`src/rtl/qrs_pkg.sv`:
```
package qrs_pkg;

    localparam int unsigned LANES = 4;

    typedef enum logic [1:0] {
        ST_LOAD  = 2'd0,
        ST_READ  = 2'd1,
        ST_DRAIN = 2'd2
    } qrs_state_e;

endpackage

```
`src/rtl/qrs_bank.sv`:
```
module qrs_bank #(
    parameter int unsigned DW = 16,
    parameter int unsigned AW = 6
) (
    input  logic          clk,
    input  logic          we,
    input  logic [AW-1:0] waddr,
    input  logic [DW-1:0] wdata,
    input  logic          re,
    input  logic [AW-1:0] raddr,
    output logic [DW-1:0] rdata
);
    localparam int unsigned DEPTH = 1 << AW;

    logic [DW-1:0] mem_q [DEPTH];
    logic [DW-1:0] rdata_q;

    always_ff @(posedge clk) begin
        if (we) begin
            mem_q[waddr] <= wdata;
        end
        if (re) begin
            rdata_q <= mem_q[raddr];
        end
    end

    assign rdata = rdata_q;

endmodule

```
`src/rtl/qrs_addr_gen.sv`:
```
module qrs_addr_gen #(
    parameter int unsigned LOG_HW = 3,
    parameter int unsigned LVW    = 3
) (
    input  logic [2*LOG_HW-1:0] grp,
    input  logic [LVW-1:0]      lvl,
    output logic [LOG_HW-1:0]   row,
    output logic [LOG_HW-1:0]   col,
    output logic [2*LOG_HW-1:0] raddr,
    output logic                last
);
    localparam int unsigned GW = 2 * LOG_HW;

    int unsigned     sh;
    logic [GW:0]     span_w;
    logic [GW:0]     mask_w;

    always_comb begin
        // active half-side is 2^sh groups per row
        sh     = LOG_HW - int'(lvl);
        span_w = (GW+1)'(1) << (2 * sh);
        mask_w = ((GW+1)'(1) << sh) - (GW+1)'(1);
        row    = LOG_HW'(grp >> sh);
        col    = LOG_HW'(grp & mask_w[GW-1:0]);
        raddr  = {row, col};
        last   = ({1'b0, grp} == (span_w - (GW+1)'(1)));
    end

endmodule

```
`src/rtl/qrs_ctrl.sv`:
```
module qrs_ctrl
    import qrs_pkg::*;
#(
    parameter int unsigned LOG_N = 8,
    parameter int unsigned LVW   = 3
) (
    input  logic             clk,
    input  logic             rst_n,
    input  logic             wr_valid,
    input  logic [LVW-1:0]   level,
    input  logic             last,
    output logic             wr_en,
    output logic [LOG_N-1:0] wcnt,
    output logic             rd_en,
    output logic [LOG_N-3:0] grp,
    output logic [LVW-1:0]   lvl_eff,
    output logic             load_rdy,
    output logic             busy,
    output logic             grp_valid,
    output logic             done
);
    localparam int unsigned LOG_W  = LOG_N / 2;
    localparam int unsigned LOG_HW = LOG_W - 1;
    localparam int unsigned GW     = LOG_N - 2;
    localparam logic [LOG_N-1:0] WLAST = {LOG_N{1'b1}};
    localparam logic [LVW-1:0]   LMAX  = LVW'(LOG_HW);

    typedef struct packed {
        qrs_state_e       st;
        logic [LOG_N-1:0] wcnt;
        logic [GW-1:0]    grp;
        logic [LVW-1:0]   lvl;
        logic             vld;
        logic             dn;
    } ctrl_t;

    ctrl_t s_d, s_q;

    always_comb begin
        s_d     = s_q;
        s_d.vld = 1'b0;
        s_d.dn  = 1'b0;
        case (s_q.st)
            ST_LOAD: begin
                if (wr_valid) begin
                    s_d.wcnt = s_q.wcnt + LOG_N'(1);
                    if (s_q.wcnt == WLAST) begin
                        s_d.st  = ST_READ;
                        s_d.grp = '0;
                        s_d.lvl = (level > LMAX) ? LMAX : level;
                    end
                end
            end
            ST_READ: begin
                s_d.vld = 1'b1;
                if (last) begin
                    s_d.st = ST_DRAIN;
                end else begin
                    s_d.grp = s_q.grp + GW'(1);
                end
            end
            ST_DRAIN: begin
                s_d.dn = 1'b1;
                s_d.st = ST_LOAD;
            end
            default: begin
                s_d.st = ST_LOAD;
            end
        endcase
    end

    always_ff @(posedge clk) begin
        if (!rst_n) begin
            s_q <= '{st: ST_LOAD, wcnt: '0, grp: '0, lvl: '0, vld: 1'b0, dn: 1'b0};
        end else begin
            s_q <= s_d;
        end
    end

    assign load_rdy  = (s_q.st == ST_LOAD);
    assign busy      = (s_q.st != ST_LOAD);
    assign wr_en     = load_rdy && wr_valid;
    assign rd_en     = (s_q.st == ST_READ);
    assign wcnt      = s_q.wcnt;
    assign grp       = s_q.grp;
    assign lvl_eff   = s_q.lvl;
    assign grp_valid = s_q.vld;
    assign done      = s_q.dn;

    AST_WR_IGNORED: assert property (@(posedge clk) disable iff (!rst_n)
        (!load_rdy && wr_valid) |=> $stable(s_q.wcnt));
    AST_VALID_IN_BUSY: assert property (@(posedge clk) disable iff (!rst_n)
        grp_valid |-> busy);
    AST_VALID_FALL_DONE: assert property (@(posedge clk) disable iff (!rst_n)
        $fell(grp_valid) |-> done);
    AST_DONE_AFTER_GRP: assert property (@(posedge clk) disable iff (!rst_n)
        done |-> $past(grp_valid));
    AST_DONE_SINGLE: assert property (@(posedge clk) disable iff (!rst_n)
        done |=> !done);
    AST_LEVEL_FROZEN: assert property (@(posedge clk) disable iff (!rst_n)
        busy |=> $stable(s_q.lvl));

endmodule

```
`src/rtl/quad_read_sched.sv`:
```
module quad_read_sched
    import qrs_pkg::*;
#(
    parameter int unsigned DW    = 16,
    parameter int unsigned LOG_N = 8,
    parameter int unsigned LVW   = $clog2(LOG_N / 2) + 1
) (
    input  logic                 clk,
    input  logic                 rst_n,
    input  logic                 wr_valid,
    input  logic [DW-1:0]        wr_data,
    input  logic [LVW-1:0]       level,
    output logic                 load_rdy,
    output logic                 busy,
    output logic                 grp_valid,
    output logic [4*DW-1:0]      grp_data,
    output logic                 done
);
    localparam int unsigned LOG_W  = LOG_N / 2;
    localparam int unsigned LOG_HW = LOG_W - 1;
    localparam int unsigned BAW    = LOG_N - 2;

    logic             wr_en;
    logic [LOG_N-1:0] wcnt;
    logic             rd_en;
    logic [BAW-1:0]   grp;
    logic [LVW-1:0]   lvl_eff;
    logic             last;
    logic [LOG_HW-1:0] rd_row;
    logic [LOG_HW-1:0] rd_col;
    logic [BAW-1:0]   rd_addr;
    logic [1:0]       wbank;
    logic [BAW-1:0]   waddr;

    qrs_ctrl #(
        .LOG_N (LOG_N),
        .LVW   (LVW)
    ) u_ctrl (
        .clk       (clk),
        .rst_n     (rst_n),
        .wr_valid  (wr_valid),
        .level     (level),
        .last      (last),
        .wr_en     (wr_en),
        .wcnt      (wcnt),
        .rd_en     (rd_en),
        .grp       (grp),
        .lvl_eff   (lvl_eff),
        .load_rdy  (load_rdy),
        .busy      (busy),
        .grp_valid (grp_valid),
        .done      (done)
    );

    qrs_addr_gen #(
        .LOG_HW (LOG_HW),
        .LVW    (LVW)
    ) u_addr (
        .grp   (grp),
        .lvl   (lvl_eff),
        .row   (rd_row),
        .col   (rd_col),
        .raddr (rd_addr),
        .last  (last)
    );

    // bank = {row lsb, col lsb}; bank address = {row >> 1, col >> 1}
    assign wbank = {wcnt[LOG_W], wcnt[0]};
    assign waddr = {wcnt[LOG_N-1:LOG_W+1], wcnt[LOG_W-1:1]};

    for (genvar b = 0; b < LANES; b++) begin : g_bank
        qrs_bank #(
            .DW (DW),
            .AW (BAW)
        ) u_bank (
            .clk   (clk),
            .we    (wr_en && (wbank == 2'(b))),
            .waddr (waddr),
            .wdata (wr_data),
            .re    (rd_en),
            .raddr (rd_addr),
            .rdata (grp_data[b*DW +: DW])
        );
    end

    AST_ROW_IN_SQUARE: assert property (@(posedge clk) disable iff (!rst_n)
        rd_en |-> (int'(rd_row) < (1 << (LOG_HW - int'(lvl_eff)))));
    AST_COL_IN_SQUARE: assert property (@(posedge clk) disable iff (!rst_n)
        rd_en |-> (int'(rd_col) < (1 << (LOG_HW - int'(lvl_eff)))));

endmodule

```
`config.mk`:
```
export PLATFORM = sky130hd
export DESIGN_NAME = quad_read_sched
export DESIGN_NICKNAME = d
export VERILOG_FILES = /design/src/rtl/qrs_pkg.sv /design/src/rtl/qrs_bank.sv /design/src/rtl/qrs_addr_gen.sv /design/src/rtl/qrs_ctrl.sv /design/src/rtl/quad_read_sched.sv
export SDC_FILE = /design/constraint.sdc
export NUM_CORES = 2
export LEC_CHECK = 0
export BUFFER_PORTS_ARGS = -buffer_cell sky130_fd_sc_hd__buf_2
export CAP_MARGIN = 0
export CORE_MARGIN = 2
export CORE_UTILIZATION = 55
export DETAILED_ROUTE_END_ITERATION = 16
export PLACE_DENSITY = 0.71
export SETUP_SLACK_MARGIN = 0.4
export SLEW_MARGIN = 20
export SYNTH_ARGS = -nofsm -noshare
export SYNTH_HDL_FRONTEND = slang
export SYNTH_SLANG_ARGS = --single-unit
```
`constraint.sdc`:
```
create_clock -name clk -period 7.34 [get_ports clk]
set_input_delay 1.101 -clock clk [delete_from_list [all_inputs] [get_ports clk]]
set_output_delay 1.101 -clock clk [all_outputs]
set_load 0.1 [all_outputs]
```
Word-level counts from Yosys, hierarchy flattened:

Memory sizes are Yosys's and may differ from the RTL's. A register that Yosys moved wholly into a read port is not among the register bits.
Cells that the tools add are included.

* register bits: 21
* latch bits: 0
* memory bits (writable): 4096
* ROM bits: 0
* bits of input ports: 22
* output and inout bits: 68
* word-level logic and storage cells: 62
* memories kept: 4

Memory list
* g_bank[0].u_bank.mem_q: words 64, width 16, rd ports 1, clocked after Yosys merged registers in 1, write ports 1, RTL line qrs_bank.sv:15 `logic [DW-1:0] mem_q [DEPTH];`
* g_bank[1].u_bank.mem_q: words 64, width 16, rd ports 1, clocked after Yosys merged registers in 1, write ports 1, RTL line qrs_bank.sv:15
* g_bank[2].u_bank.mem_q: words 64, width 16, rd ports 1, clocked after Yosys merged registers in 1, write ports 1, RTL line qrs_bank.sv:15
* g_bank[3].u_bank.mem_q: words 64, width 16, rd ports 1, clocked after Yosys merged registers in 1, write ports 1, RTL line qrs_bank.sv:15

* add/subtract/negate cells: 5
* multiply operators: 0
* div/mod/pow operators: 0
* $lt $le $gt $ge: 1
* equality and inequality tests: 11
* shifts and indexed selects: 3
* mux-type cells: 18
* bitwise gates (word level): 1
* reduce and logical (&&, ||, !) cells: 13

Operators with widths (count)
* $shl 1x32->3 const A: 1
* $shl 1x32->7 const A: 1
* $shr 6x32->3: 1
* $mux 19: 1
* $pmux 6 s2: 1
* $mux 1: 10
* $mux 9: 1
* $add 8x1->8 const B: 1
* $eq 8x8->1 const B: 1
* $ne 2x2->1 const B: 4
* $eq 6x7->1: 1
* $sub 7x1->7 const B: 1
* $add 6x1->6 const B: 1
* $eq 2x2->1 const B: 3
* $mux 6: 1
* $reduce_and 3->1: 2
* $logic_and 1x1->1: 5
* $eq 2x1->1 const B: 2
* $logic_not 2->1: 2
* $mux 2: 2
* $pmux 2 s2: 1
* $reduce_and 4->1: 1
* $reduce_bool 2->1: 2
* $sub 2x3->4 const A: 1
* other kinds (5): 5

Depth between registers and ports, before layout:

* word-level depth: 6
* gate-level depth with buffers: 13
* mapped depth without buffers: 9

By module:

Synthesis repeated with hierarchy kept, for this count alone.

* cell total of the unflattened synthesis: 7472
* area, all modules: 162163.0 µm²

By module, submodules not included
* qrs_bank: instances 4, cells an instance 1829, area an instance 40202.3 µm², sequential area each 31230.0 µm²
* qrs_ctrl: instances 1, cells an instance 119, area an instance 1062.3 µm², sequential area each 420.4 µm²
* qrs_addr_gen: instances 1, cells an instance 33, area an instance 254.0 µm², sequential area each 0.0 µm²
* quad_read_sched: instances 1, cells an instance 4, area an instance 37.5 µm², sequential area each 0.0 µm²

Worst setup path after synthesis:

OpenSTA, ideal clock, no wires.

* kind: flip-flop to output port
* start point: register u_ctrl.s_q[20] (netlist bit)
* end point: output busy
* data arrival time: 2.536 ns
* required time: 6.239 ns
* slack: 3.703 ns
* stages on the path, launching flop included: 3
* cell sequence: dfxtp_1 -> nor2_1 -> inv_1

* word-level cells in the longest chain between the ends: 1

RTL lines
* start: declaration: RTL line qrs_ctrl.sv:37 `ctrl_t s_d, s_q;`
* start signal: assignment: RTL line qrs_ctrl.sv:74 `s_q <= '{st: ST_LOAD, wcnt: '0, grp: '0, lvl: '0, vld: 1'b0, dn: 1'b0};`
* $reduce_bool 2->1: RTL line qrs_ctrl.sv:81 `assign busy = (s_q.st != ST_LOAD);`
* end: declaration: RTL line quad_read_sched.sv:14 `output logic busy,`

No other way between the ends.

Worst setup path after layout:

* start point: register u_ctrl.s_q, in the netlist u_ctrl.lvl_eff[2]
* end point: register g_bank[2].u_bank.rdata_q[9] (read register of g_bank[2].u_bank.mem_q) (data pin)

* word-level cells in the longest chain between the ends: 4
* elaborated cells on any way between the ends: 5
* classes of those cells: add/sub: 2; shift: 2; bitwise: 1

RTL lines
* $sub 2x3->4 (*): RTL line qrs_addr_gen.sv:20 `sh = LOG_HW - int'(lvl);`
* $shl 1x32->3: RTL line qrs_addr_gen.sv:22 `mask_w = ((GW+1)'(1) << sh) - (GW+1)'(1);`
* $sub 3x2->3: RTL line qrs_addr_gen.sv:22
* $and 3x3->3: RTL line qrs_addr_gen.sv:24 `col = LOG_HW'(grp & mask_w[GW-1:0]);`
* end: declaration: RTL line qrs_bank.sv:16 `logic [DW-1:0] rdata_q;`

Every way passes the cells marked *; elsewhere a longest branch is shown, timed or not.
A chain may end at the register's enable or synchronous reset.

==> impl_metrics.csv <==
group,metric,value,unit
sta,max_freq,0.1998,GHz
global_route,grt_antenna_before_repair,47,
finish,final_core_util,62.08,%
cts,cts_tree,"yes",
synth,synth_warnings,0,
critical_path,crit_type,"reg2reg",
synth,synth.largest_area_cell,"edfxtp_1",
floorplan,start_util,55.21,%
sta,clock_skew,0.05291,ns
routing,drtPass1Iterations,8,
critical_path,crit_path_end_kind,"register",
outcome,outcome,"finished, final reports clean",
sta,post-route-period-util,68.20,%
sta,max_slew_margin,13.60,%
finish,layout.cells.non_filler,11370,
synth,synth_ff_type,"edfxtp_1",
power,ir_worst_vdd,0.3441,mV
placed_design,io_buffers,89,
synth,async_reset_ff_share,0,%
routing,antenna_left,0,
critical_path,r2r_cells,10,
cts,cts_sinks,4181,
cts,post-cts-setup-buffer-count,0,
cts,ctsLongestPathBuffers,4,
synth,ys_types,47,
cts,clock-root-buffer,"clkbuf_16",
finish,areaGrowthSynthToFinish,12.44,%
min_path,hold-path-cell-count,2,
synth,synth_area_leaders,"edfxtp_1 (79%), mux4_2 (15%), a22oi_1 (1.2%)",
routing,post_drt_wl_per_cell,36.20,um
critical_path,cp_slowest_stage_delay,0.90,ns
global_route,gr-total-overflow,0,
global_route,track_usage,28.27,%
sta,hold_violations,0,
sta,worstMarginPinSlew,1.293,ns
floorplan,die_w,538.8,um
power,p_leak,0.05287,uW
floorplan,die_area,290300,sq um
global_route,grt_pass1_wl,577.0,mm
placed_design,hpwlAfterDp,237.5,mm
cts,path_clk_slew,0.06,ns
synth,synth-seq-area-share,79.67,%
routing,viasPerCell,6.770,
synth,synth_top_area_share,79.40,%
critical_path,crit_arrival,5.79,ns
cts,cts_resized,0,
placed_design,gp_congestion,0.8822,
synth,synth_seq_cells,4181,
synth,netlist_instances,6829,
cts,hold_buffers,0,
power,powerDensity,264.8,nW/um^2
synth,yosys-top-cells-count,"edfxtp_1 (4160), mux4_2 (1025), nor2_1 (279), o22ai_1 (253), a22oi_1 (252)",
synth,post-synth-top-count-cell,"edfxtp_1",
routing,vias,76970,
synth,syn-num-nets,6855,
sta,maxSlewViolCount,0,
critical_path,crit_required,8.12,ns
cts,htree_levels,5,
synth,synth.avg_cell_area,23.04,sq um
critical_path,start_kind,"register",
finish,n_fill_cell,18710,
floorplan,die_h,538.8,um
finish,fin_nets,7259,
placed_design,dp_cells,10590,
job,cap_violations,0,
cts,cts_buffers,397,
critical_path,crit_path_cell_trace,"inv_1 -> nand3_1 -> ha_1 -> nor2b_1 -> a21oi_4 -> nand2_2 -> buf_4 -> o22ai_1 -> nor4_1 -> and3_1",
floorplan,num_rows,196,
global_route,grt_pass1_vias,75650,
cts,insertion_delay,0.94,ns
min_path,hp-class,"in2reg",
floorplan,ios,90,
routing,drc,0,
sta,setup_viol,0,
synth,synthesis.area,157300,sq um
finish,drive_above_1_share,28.07,%
routing,wirelength,411.6,mm
sta,period_needed,5.006,ns
routing,drt-initial-drc-count,12000,
sta,tns,0,ns
synth,synth_edf_count,4160,
sta,rsz0062_at_grt,"no",
global_route,grt_max_degree,177,
floorplan,core,285000,sq um
critical_path,cp_max_fo,33,
critical_path,crit_path_top_delay_cell,"nand2_2",
==> routing by layer <==
layer  vias to the layer above  track usage [%]  wire length [um]
li1                      30170                -                 -
met1                     40860            39.43            149500
met2                      5116            43.77            196300
met3                       784            6.511             48020
met4                        42            11.51             17590
met5                         -                0               256
==> power by group <==
| group | internal, uW | leakage (uW) | switching (uW) |
|---|---|---|---|
| clock | 11300 | 0.00613 | 8720 |
| combinational | 61.1 | 0.00919 | 490 |
| sequential | 26300 | 0.0376 | 6.55 |
==> final cells by class <==
class / count / area, sq um / area share (%)
inverters: 6 / 25.02 / 0.01415
repair buffers: 398 / 3354 / 1.896
multi-input cells: 2249 / 30800 / 17.41
diodes: 58 / 145.1 / 0.08205
clock inverters: 235 / 2131 / 1.205
well taps: 3762 / 4707 / 2.661
clock buffers: 481 / 10400 / 5.878
flip-flops and latches: 4181 / 125300 / 70.85
==> final timing paths <==
kind              slack [ns]         startpoint                   endpoint
setup / recovery        2.33  u_ctrl.lvl_eff[2]  g_bank[2].u_bank.rdata[9]
hold / removal          0.43              rst_n              u_ctrl.grp[1]
setup reg to reg        2.33  u_ctrl.lvl_eff[2]  g_bank[2].u_bank.rdata[9]
hold reg to reg         0.61      u_ctrl.grp[4]              u_ctrl.grp[4]
==> placed cells by master, fill, tap and decap left out, drive strengths merged, types with 8 or more instances in the layout <==
| cell | synthesis | layout |
|---|---|---|
| a22oi | 252 | 252 |
| and3 | 72 | 72 |
| buf | 265 | 398 |
| bufinv | 0 | 35 |
| clkbuf | 128 | 481 |
| clkinv | 0 | 177 |
| clkinvlp | 0 | 12 |
| dfxtp | 21 | 21 |
| diode | 0 | 58 |
| edfxtp | 4160 | 4160 |
| inv | 6 | 17 |
| mux4 | 1025 | 1025 |
| nand2 | 86 | 86 |
| nand3 | 132 | 132 |
| nor2 | 279 | 279 |
| nor3b | 12 | 12 |
| nor4 | 64 | 64 |
| o22ai | 253 | 253 |
| xnor2 | 8 | 8 |
| xor2 | 8 | 8 |
==> stage by stage <==
step                      area, sq um  hold slack, ns  setup slack (ns)  total power, uW
after floorplan                157300          0.4653             3.703            26840
final                          176900          0.4271             2.334            46840
after CTS                      176500          0.3911             2.394            46940
after detailed placement       164000          0.6014             2.408            27320
after global placement         163900          0.5822             2.322            27270
after global routing           176800          0.4488             2.250            47860
==> logic make-up (layout without fill, tap and decap cells) <==
| kind of cell | count (synthesis) | count (layout) | synth area share (%) |
|---|---|---|---|
| xor+xnor | 16 | 16 | 0.08908 |
| buf+inv | 399 | 1120 | 1.136 |
| fa+ha+maj | 4 | 4 | 0.03181 |
| other cells | 0 | 58 | 0 |
| simple gates | 667 | 667 | 2.015 |
| compound gates | 531 | 531 | 2.344 |
| mux | 1031 | 1031 | 14.71 |
| flops | 4181 | 4181 | 79.67 |
==> worst max-delay path, delay by kind of cell (launching register included) <==
family | cells | cell delay, ns
compound gates | 2 | 0.46
fa+ha+maj | 1 | 0.37
buf+inv | 2 | 0.99
flops | 1 | 0.40
simple gates | 5 | 2.56
==> sequential cells by signal (all words and copies together) (netlist names) <==
signal	cells
g_bank.u_bank.rdata	64
u_ctrl.done	1
u_ctrl.lvl_eff	3
g_bank.u_bank.mem_q	4096
u_ctrl.s_q	2
u_ctrl.wcnt	8
u_ctrl.grp	6
u_ctrl.grp_valid	1
(Power assumes the default switching activity.)
